$ cat config.mk
export PLATFORM = sky130hd
export DESIGN_NAME = rxw_datapath
export DESIGN_NICKNAME = d
export VERILOG_FILES = /design/src/rtl/rxw_pkg.sv /design/src/rtl/rxw_regfile.sv /design/src/rtl/rxw_alu.sv /design/src/rtl/rxw_dmem.sv /design/src/rtl/rxw_datapath.sv
export SDC_FILE = /design/constraint.sdc
export NUM_CORES = 1
export LEC_CHECK = 0
export BUFFER_PORTS_ARGS = -buffer_cell sky130_fd_sc_hd__buf_2
export CAP_MARGIN = 25
export CELL_PAD_IN_SITES_DETAIL_PLACEMENT = 1
export CELL_PAD_IN_SITES_GLOBAL_PLACEMENT = 1
export CORE_MARGIN = 8
export CORE_UTILIZATION = 50
export CTS_BUF_LIST = sky130_fd_sc_hd__clkbuf_8
export DETAILED_ROUTE_END_ITERATION = 7
export HOLD_SLACK_MARGIN = 0.12
export PLACE_DENSITY = 0.73
export SLEW_MARGIN = 20
export SYNTH_ARGS = -nofsm -noshare
export SYNTH_HDL_FRONTEND = slang
export SYNTH_SLANG_ARGS = --single-unit
$ cat constraint.sdc
create_clock -name clk -period 9 [get_ports clk]
set_clock_uncertainty 0.05 [all_clocks]
set_input_delay 0.9 -clock clk [delete_from_list [all_inputs] [get_ports clk]]
set_output_delay 0.9 -clock clk [all_outputs]
set_load 0.1 [all_outputs]
$ cat src/rtl/rxw_pkg.sv
package rxw_pkg;

   typedef enum logic [2:0] {
      OP_AND = 3'd0,
      OP_OR  = 3'd1,
      OP_XOR = 3'd2,
      OP_ADD = 3'd3,
      OP_MUL = 3'd4
   } op_e;

   typedef enum logic [1:0] {
      SEL_RR = 2'd0,
      SEL_RI = 2'd1,
      SEL_ZI = 2'd2,
      SEL_IR = 2'd3
   } opsel_e;

endpackage

$ cat src/rtl/rxw_regfile.sv
module rxw_regfile #(
   parameter int DATA_W = 16,
   parameter int NREGS  = 8,
   localparam int AW    = $clog2(NREGS)
) (
   input  logic              clk,
   input  logic              rst,
   input  logic [AW-1:0]     raddr_a,
   input  logic [AW-1:0]     raddr_b,
   output logic [DATA_W-1:0] rdata_a,
   output logic [DATA_W-1:0] rdata_b,
   input  logic              we,
   input  logic [AW-1:0]     waddr,
   input  logic [DATA_W-1:0] wdata
);

   generate
      if (NREGS < 2 || (1 << AW) != NREGS) begin : g_bad_nregs
         $error("rxw_regfile: NREGS must be a power of two, at least 2");
      end
   endgenerate

   logic [NREGS-1:0][DATA_W-1:0] regs;

   // Write at the edge; reads are combinational and see the pre-edge value.
   always_ff @(posedge clk) begin
      if (we) regs[waddr] <= wdata;
   end

   assign rdata_a = regs[raddr_a];
   assign rdata_b = regs[raddr_b];

   AST_RF_HOLD: assert property (@(posedge clk) disable iff (rst)
      !we |=> $stable(regs));
   AST_RF_WRITE: assert property (@(posedge clk) disable iff (rst)
      we |=> regs[$past(waddr)] == $past(wdata));

endmodule

$ cat src/rtl/rxw_alu.sv
module rxw_alu
   import rxw_pkg::*;
#(
   parameter int DATA_W     = 16,
   parameter int MUL_W      = 8,
   parameter bit SIGNED_MUL = 1'b1
) (
   input  logic [2:0]        op,
   input  logic [DATA_W-1:0] a,
   input  logic [DATA_W-1:0] b,
   output logic [DATA_W-1:0] res
);

   generate
      if (MUL_W < 1 || 2 * MUL_W > DATA_W) begin : g_bad_mulw
         $error("rxw_alu: product of two MUL_W operands must fit DATA_W");
      end
   endgenerate

   logic [DATA_W-1:0] prod;

   // The multiplier variant is picked by parameter.
   generate
      if (SIGNED_MUL) begin : g_smul
         logic signed [2*MUL_W-1:0] p;
         assign p    = $signed(a[MUL_W-1:0]) * $signed(b[MUL_W-1:0]);
         assign prod = DATA_W'(p);
      end else begin : g_umul
         logic [2*MUL_W-1:0] p;
         assign p    = a[MUL_W-1:0] * b[MUL_W-1:0];
         assign prod = DATA_W'(p);
      end
   endgenerate

   always_comb begin
      case (op_e'(op))
         OP_AND:  res = a & b;
         OP_OR:   res = a | b;
         OP_XOR:  res = a ^ b;
         OP_ADD:  res = a + b;
         OP_MUL:  res = prod;
         default: res = '0;
      endcase
   end

endmodule

$ cat src/rtl/rxw_dmem.sv
module rxw_dmem #(
   parameter int DATA_W = 16,
   parameter int WORDS  = 32,
   localparam int AW    = $clog2(WORDS)
) (
   input  logic              clk,
   input  logic              rst,
   input  logic              en,
   input  logic              wr,
   input  logic [AW-1:0]     addr,
   input  logic [DATA_W-1:0] wdata,
   output logic [DATA_W-1:0] rdata
);

   generate
      if (WORDS < 2 || (1 << AW) != WORDS) begin : g_bad_words
         $error("rxw_dmem: WORDS must be a power of two, at least 2");
      end
   endgenerate

   logic [WORDS-1:0][DATA_W-1:0] words;

   always_ff @(posedge clk) begin
      if (en && wr) words[addr] <= wdata;
   end

   assign rdata = words[addr];

   AST_MEM_HOLD: assert property (@(posedge clk) disable iff (rst)
      !(en && wr) |=> $stable(words));
   AST_MEM_WRITE: assert property (@(posedge clk) disable iff (rst)
      (en && wr) |=> words[$past(addr)] == $past(wdata));

endmodule

$ cat src/rtl/rxw_datapath.sv
module rxw_datapath
   import rxw_pkg::*;
#(
   parameter int DATA_W     = 16,
   parameter int NREGS      = 8,
   parameter int MEM_WORDS  = 32,
   parameter int MUL_W      = 8,
   parameter bit SIGNED_MUL = 1'b1,
   localparam int RAW       = $clog2(NREGS),
   localparam int MAW       = $clog2(MEM_WORDS)
) (
   input  logic              clk,
   input  logic              rst,
   input  logic [2:0]        in_op,
   input  logic [1:0]        in_opsel,
   input  logic [RAW-1:0]    in_src_a,
   input  logic [RAW-1:0]    in_src_b,
   input  logic [RAW-1:0]    in_dst,
   input  logic [DATA_W-1:0] in_imm,
   input  logic              in_reg_we,
   input  logic              in_mem_en,
   input  logic              in_mem_wr,
   input  logic [MAW-1:0]    in_mem_addr,
   output logic              wb_valid,
   output logic [RAW-1:0]    wb_dst,
   output logic [DATA_W-1:0] wb_data
);

   // ---------------- register read and operand select ----------------
   logic [DATA_W-1:0] rd_a, rd_b, opa, opb;

   // stage 3 (writeback) state, declared early for the register file port
   logic              s3_we;
   logic [RAW-1:0]    s3_dst;
   logic [DATA_W-1:0] s3_data;

   rxw_regfile #(.DATA_W(DATA_W), .NREGS(NREGS)) u_rf (
      .clk     (clk),
      .rst     (rst),
      .raddr_a (in_src_a),
      .raddr_b (in_src_b),
      .rdata_a (rd_a),
      .rdata_b (rd_b),
      .we      (s3_we),
      .waddr   (s3_dst),
      .wdata   (s3_data)
   );

   always_comb begin
      case (opsel_e'(in_opsel))
         SEL_RR: begin opa = rd_a;   opb = rd_b;   end
         SEL_RI: begin opa = rd_a;   opb = in_imm; end
         SEL_ZI: begin opa = '0;     opb = in_imm; end
         SEL_IR: begin opa = in_imm; opb = rd_b;   end
      endcase
   end

   // ---------------- stage 1: execute inputs ----------------
   logic              s1_we, s1_men, s1_mwr;
   logic [2:0]        s1_op;
   logic [RAW-1:0]    s1_dst;
   logic [DATA_W-1:0] s1_a, s1_b;
   logic [MAW-1:0]    s1_addr;

   always_ff @(posedge clk) begin
      if (rst) begin
         s1_we  <= 1'b0;
         s1_men <= 1'b0;
         s1_mwr <= 1'b0;
      end else begin
         s1_we  <= in_reg_we;
         s1_men <= in_mem_en;
         s1_mwr <= in_mem_wr;
      end
   end

   always_ff @(posedge clk) begin
      s1_op   <= in_op;
      s1_dst  <= in_dst;
      s1_a    <= opa;
      s1_b    <= opb;
      s1_addr <= in_mem_addr;
   end

   logic [DATA_W-1:0] alu_res;

   rxw_alu #(.DATA_W(DATA_W), .MUL_W(MUL_W), .SIGNED_MUL(SIGNED_MUL)) u_alu (
      .op  (s1_op),
      .a   (s1_a),
      .b   (s1_b),
      .res (alu_res)
   );

   // ---------------- stage 2: memory inputs ----------------
   logic              s2_we, s2_men, s2_mwr;
   logic [RAW-1:0]    s2_dst;
   logic [DATA_W-1:0] s2_res, s2_st;
   logic [MAW-1:0]    s2_addr;

   always_ff @(posedge clk) begin
      if (rst) begin
         s2_we  <= 1'b0;
         s2_men <= 1'b0;
         s2_mwr <= 1'b0;
      end else begin
         s2_we  <= s1_we;
         s2_men <= s1_men;
         s2_mwr <= s1_mwr;
      end
   end

   always_ff @(posedge clk) begin
      s2_dst  <= s1_dst;
      s2_res  <= alu_res;
      s2_st   <= s1_b;
      s2_addr <= s1_addr;
   end

   logic [DATA_W-1:0] mem_rd;

   rxw_dmem #(.DATA_W(DATA_W), .WORDS(MEM_WORDS)) u_mem (
      .clk   (clk),
      .rst   (rst),
      .en    (s2_men),
      .wr    (s2_mwr),
      .addr  (s2_addr),
      .wdata (s2_st),
      .rdata (mem_rd)
   );

   logic is_load;
   assign is_load = s2_men && !s2_mwr;

   // ---------------- stage 3: writeback inputs ----------------
   always_ff @(posedge clk) begin
      if (rst) s3_we <= 1'b0;
      else     s3_we <= s2_we;
   end

   always_ff @(posedge clk) begin
      s3_dst  <= s2_dst;
      s3_data <= is_load ? mem_rd : s2_res;
   end

   assign wb_valid = s3_we;
   assign wb_dst   = s3_dst;
   assign wb_data  = s3_data;

   AST_IDLE_AFTER_RESET: assert property (@(posedge clk)
      $past(rst) |-> !wb_valid);
   AST_WB_NEEDS_ISSUE: assert property (@(posedge clk) disable iff (rst)
      (in_reg_we == 1'b0) |=> ##2 !wb_valid);

endmodule

==> qor.log <==
[outcome] result of the run finished, final reports clean
[sta] transition time at the pin with the least slew margin 1050 ps
[logic_synthesis] part of the Yosys area used for sequential elements 66.6%
[grt] number of antenna violations at the first check in global routing 2
[die] area of the die 72700 µm²
[layout] cell area after layout 35900 µm²
[worst_setup_path] crit path max-delay cell type fa_1
[logic_synthesis] mean post-synth cell area 17.1 µm²
[worst_setup_path] sum of buffers and inverters on the critical path 5
[grt] aggregate global-route resource usage 22.3%
[flow_run] number of max-capacitance violations reported 0
[grt] Top Usage Layer GRT met2
[clock_tree] Num CTS Buffers 118
[logic_synthesis] Syn. warnings 0
[drt] Vias 17361
[layout] area of the multi-input gates 9940 µm²
[logic_synthesis] most used flip-flop cell after synthesis edfxtp_1
[grt] aggregate global routing overflow 0
[sta] achievable frequency 0.197 GHz
[sta] RSZ-0062 raised after global routing no
[drt] 1st-iter DRT viols 1538
[die] Std-Cell Core Area 64000 µm²
[layout] area taken by flip-flops and latches 21400 µm²
[worst_setup_path] launching element of the worst setup path s1_b[1]$_DFF_P_
[pwr] Power Internal 0.00614 W
[layout] Fill cells 5879
[worst_setup_path] CP most frequent cell inv_1
[pwr] static leakage 12.7 nW
[die] width of the chip 270 µm
[clock_tree] Resize count post-CTS 0
[worst_setup_path] category of the critical setup timing path flip-flop to flip-flop
[worst_setup_path] top fanout value on the critical path 7
[drt] first drt pass iteration count 5
[clock_tree] CTS tree done
[layout] net count of the finished layout 2196
[pwr] Switching Power 0.00277 W
[logic_synthesis] register bit total from synthesis 749
[sta] number of pins exceeding their max-slew limit in the final report 0
[worst_setup_path] r2r worst-path depth 19
[logic_synthesis] post-synthesis cell type count 50
[die] floorplan row count 93
[clock_tree] latest clock arrival within the worst-skew pair 730 ps
[placed_design] total half-perimeter wirelength after legalization and detailed placement 52700 µm
[worst_setup_path] Reg-to-Reg End s2_res[12]$_SDFF_PN0_
[drt] number of nets with antenna violations after detailed routing 0
[sta] total count of hold-check failures in the final report 0
[worst_setup_path] critical path capture point s2_res[12]$_SDFF_PN0_
[logic_synthesis] Post-synth EDFFs 640
[pwr] total power per unit cell area 248 nW/µm²
[pwr] relative contribution of combinational cells to total power 22.7%
[worst_setup_path] largest incremental delay on the critical path 530 ps
[worst_setup_path] family with the most delay on the worst path adder cells
[worst_setup_path] list of cells traversed by the critical path inv_1 > nor2_1 > ha_1 > inv_1 > fa_1 > inv_1 > ha_1 > inv_1 > fa_1 > inv_1 > ha_1 > fa_1 > a21o_1 > a21oi_1 > nor2b_1 > o311ai_1 > a21boi_0 > xor2_1 > a211o_1
[worst_setup_path] Required @ worst endpoint 9510 ps
[logic_synthesis] Synth Cell Area 32100 µm²
[sta] shortest clock period the worst path allows after layout 5090 ps
[layout] layout cells sized above 1 23.7%
[placed_design] weighted congestion at the end of routability-driven global placement 0.891
[layout] number of diodes added for antenna fixing 0
[die] starting density of the core 50.2%
[grt] met1 usage in global routing 28.3%
[grt] vias in the first global route 18892
[worst_setup_path] setup slack of the worst register-to-register path 3910 ps
[clock_tree] Clock transition at path regs 60 ps
[worst_setup_path] type of destination of the critical path flip-flop
[hold_path] Hold Crit Class input port to flip-flop
[grt] pin count of the biggest net entering global routing 99
[sta] # setup viols final 0
[worst_setup_path] critical register-to-register path startpoint s1_b[1]$_DFF_P_
[worst_setup_path] Worst path depth 19
[pwr] sequential fraction of design power 46.1%
[logic_synthesis] Synth Net Count 2043
[clock_tree] clock tree root driver cell clkbuf_8
[pwr] proportion of power drawn by the clock network 31.2%
[grt] first-pass GRT wire length 121000 µm
[clock_tree] maximum clock path buffer count 3
[worst_setup_path] Critical Path Source Type flip-flop
[pwr] maximum vdd drop 0.000153 V
[sta] post-route fraction of the period consumed by the critical path 56.5%
[layout] synthesis-to-layout area growth 11.8%
[placed_design] instance area after placement 33600 µm²
[drt] final WL 81900 µm
[clock_tree] setup repair bufs after CTS 0
[sta] setup TNS 0 ps
[placed_design] count of buffers from port buffering 59
[worst_setup_path] Crit path arrival time 5600 ps
[drt] Routed wire per std cell 27.3 µm
[sta] worst slew slack as a fraction of its limit 30.0%
[drt] vias per inst 5.79
[die] die boundary height 270 µm
[pwr] switching share of power 31.1%
[clock_tree] hold-fix buffer count after cts 0
[logic_synthesis] cell count after synthesis 1883
[logic_synthesis] async set-or-reset flop fraction in the synthesized netlist 0%
[clock_tree] Num Clock Sinks 749
[clock_tree] maximum level of the CTS H-tree 3
[grt] grt met2 use 38.5%
[grt] met3 usage in global routing 4.05%
[drt] post-detailed-route DRC marker count 0
[die] boundary pin count 60
==> logic make-up after synthesis <==
| logic type | after synthesis | synth area share (%) |
|---|---|---|
| buffers and inverters | 202 | 2.62 |
| DFF | 749 | 66.6 |
| and+or+nand+nor | 302 | 3.98 |
| xor gates and xnor gates | 23 | 0.627 |
| adders and majority gates | 120 | 5.98 |
| AOI/OAI and AO/OA | 209 | 3.91 |
| muxes | 278 | 16.3 |
==> worst min-delay path by stage <==
| stage | startpoint | endpoint | slack (ps) | cells past startpoint |
|---|---|---|---|---|
| floorplan | s1_addr[0]$_DFF_P_ | s2_addr[0]$_DFF_P_ | 260 | 0 |
| global placement | s2_dst[1]$_DFF_P_ | wb_dst[1]$_DFF_P_ | 260 | 0 |
| detailed placement | s1_addr[3]$_DFF_P_ | s2_addr[3]$_DFF_P_ | 260 | 0 |
| CTS | in_mem_addr[0] | s1_addr[0]$_DFF_P_ | 170 | 1 |
| global route | in_mem_addr[4] | s1_addr[4]$_DFF_P_ | 170 | 1 |
| finish | in_mem_addr[4] | s1_addr[4]$_DFF_P_ | 230 | 1 |
==> power groups by stage <==
| stage | combinational, W | sequential, W | clock, W |
|---|---|---|---|
| floorplan | 0.00125 | 0.00431 | 0 |
| global placement | 0.00198 | 0.00417 | 0 |
| detailed placement | 0.00205 | 0.00418 | 0 |
| CTS | 0.00207 | 0.00411 | 0.00285 |
| global route | 0.00224 | 0.00412 | 0.00298 |
| finish | 0.00202 | 0.00411 | 0.00278 |
==> layout by cell type (no fill, tap or decap), types with 59 or more instances in the layout <==
cell,netlist,layout
a21oi_1,71,71
buf_2,22,59
buf_4,5,62
clkbuf_8,0,128
dfxtp_1,109,100
edfxtp_1,640,640
ha_1,64,64
inv_1,112,159
mux2i_1,66,66
mux4_2,195,195
nand2_1,92,92
nor2_1,143,143
==> area by class of cell <==
cell class,instances,share of cell area (%)
Sequential cell,749,59.6
Multi-Input combinational cell,932,27.6
Clock buffer,128,4.90
Tap cell,855,2.98
Timing Repair Buffer,123,2.20
Clock inverter,98,1.50
Inverter,112,1.17
==> registers in the layout, indices dropped and copies added (netlist names), 3 cells and up <==
register,cells
s2_addr,5
s2_dst,3
s1_op,3
s2_res,16
s1_a,16
wb_dst,3
u_rf.regs,128
s1_addr,5
s1_dst,3
u_mem.words,512
s2_st,16
wb_data,16
s1_b,16
==> cell usage after synthesis (3+ instances only) <==
master    instances  share of area [%]
buf_1             8              0.093
dfxtp_1         109                6.8
edfxtp_1        640                 60
o22ai_1          17               0.33
clkbuf_1         50               0.58
fa_1             56                3.5
a22oi_1          12               0.28
nand2b_1         15               0.29
or3_1             4              0.078
nor3_1           12               0.19
nor2_1          143                1.7
o21ai_0          53               0.83
xnor2_1          16               0.44
nor2b_1          19               0.37
mux2_2           17               0.60
mux4_2          195                 14
a31oi_1           9               0.18
a21o_1            5               0.12
or2_2             4              0.078
inv_1           112                1.3
buf_6             5               0.18
nand2_1          92                1.1
a211oi_1         10               0.23
a22o_1            8               0.22
a21oi_1          71                1.1
buf_4             5               0.12
ha_1             64                2.5
nand3_1           8               0.12
mux2i_1          66                2.1
xor2_1            7               0.19
buf_2            22               0.34
a211o_1           3              0.082
==> worst reg2reg max path, delay by kind of cell (launching register included) <==
kind,cells,cell delay [ps]
simple gates,2,300
xor+xnor,1,180
buf+inv,5,390
flops,1,440
fa+ha+maj,6,2140
compound gates,5,1430
==> routing by layer <==
| metal | vias to the layer above | routed length (µm) | part of all wire (%) |
|---|---|---|---|
| li1 | 7559 | - | - |
| met3 | 153 | 4590 | 5.6 |
| met5 | - | 0 | 0 |
| met4 | 0 | 2620 | 3.2 |
| met2 | 534 | 42200 | 52 |
| met1 | 9115 | 32400 | 40 |
==> stage by stage <==
stage	util (%)	hold WS [ps]	std cells	worst slack, ps	power (W)
after global routing	56.2	172	2997	3670	0.00934
after floorplan	-	260	1883	4660	0.00556
after detailed placement	52.5	263	2770	3970	0.00623
after CTS	56.1	166	2996	3920	0.00902
after global placement	52.5	261	2770	4190	0.00615
final	56.2	231	2997	3910	0.00891
(Power assumes the default switching activity.)
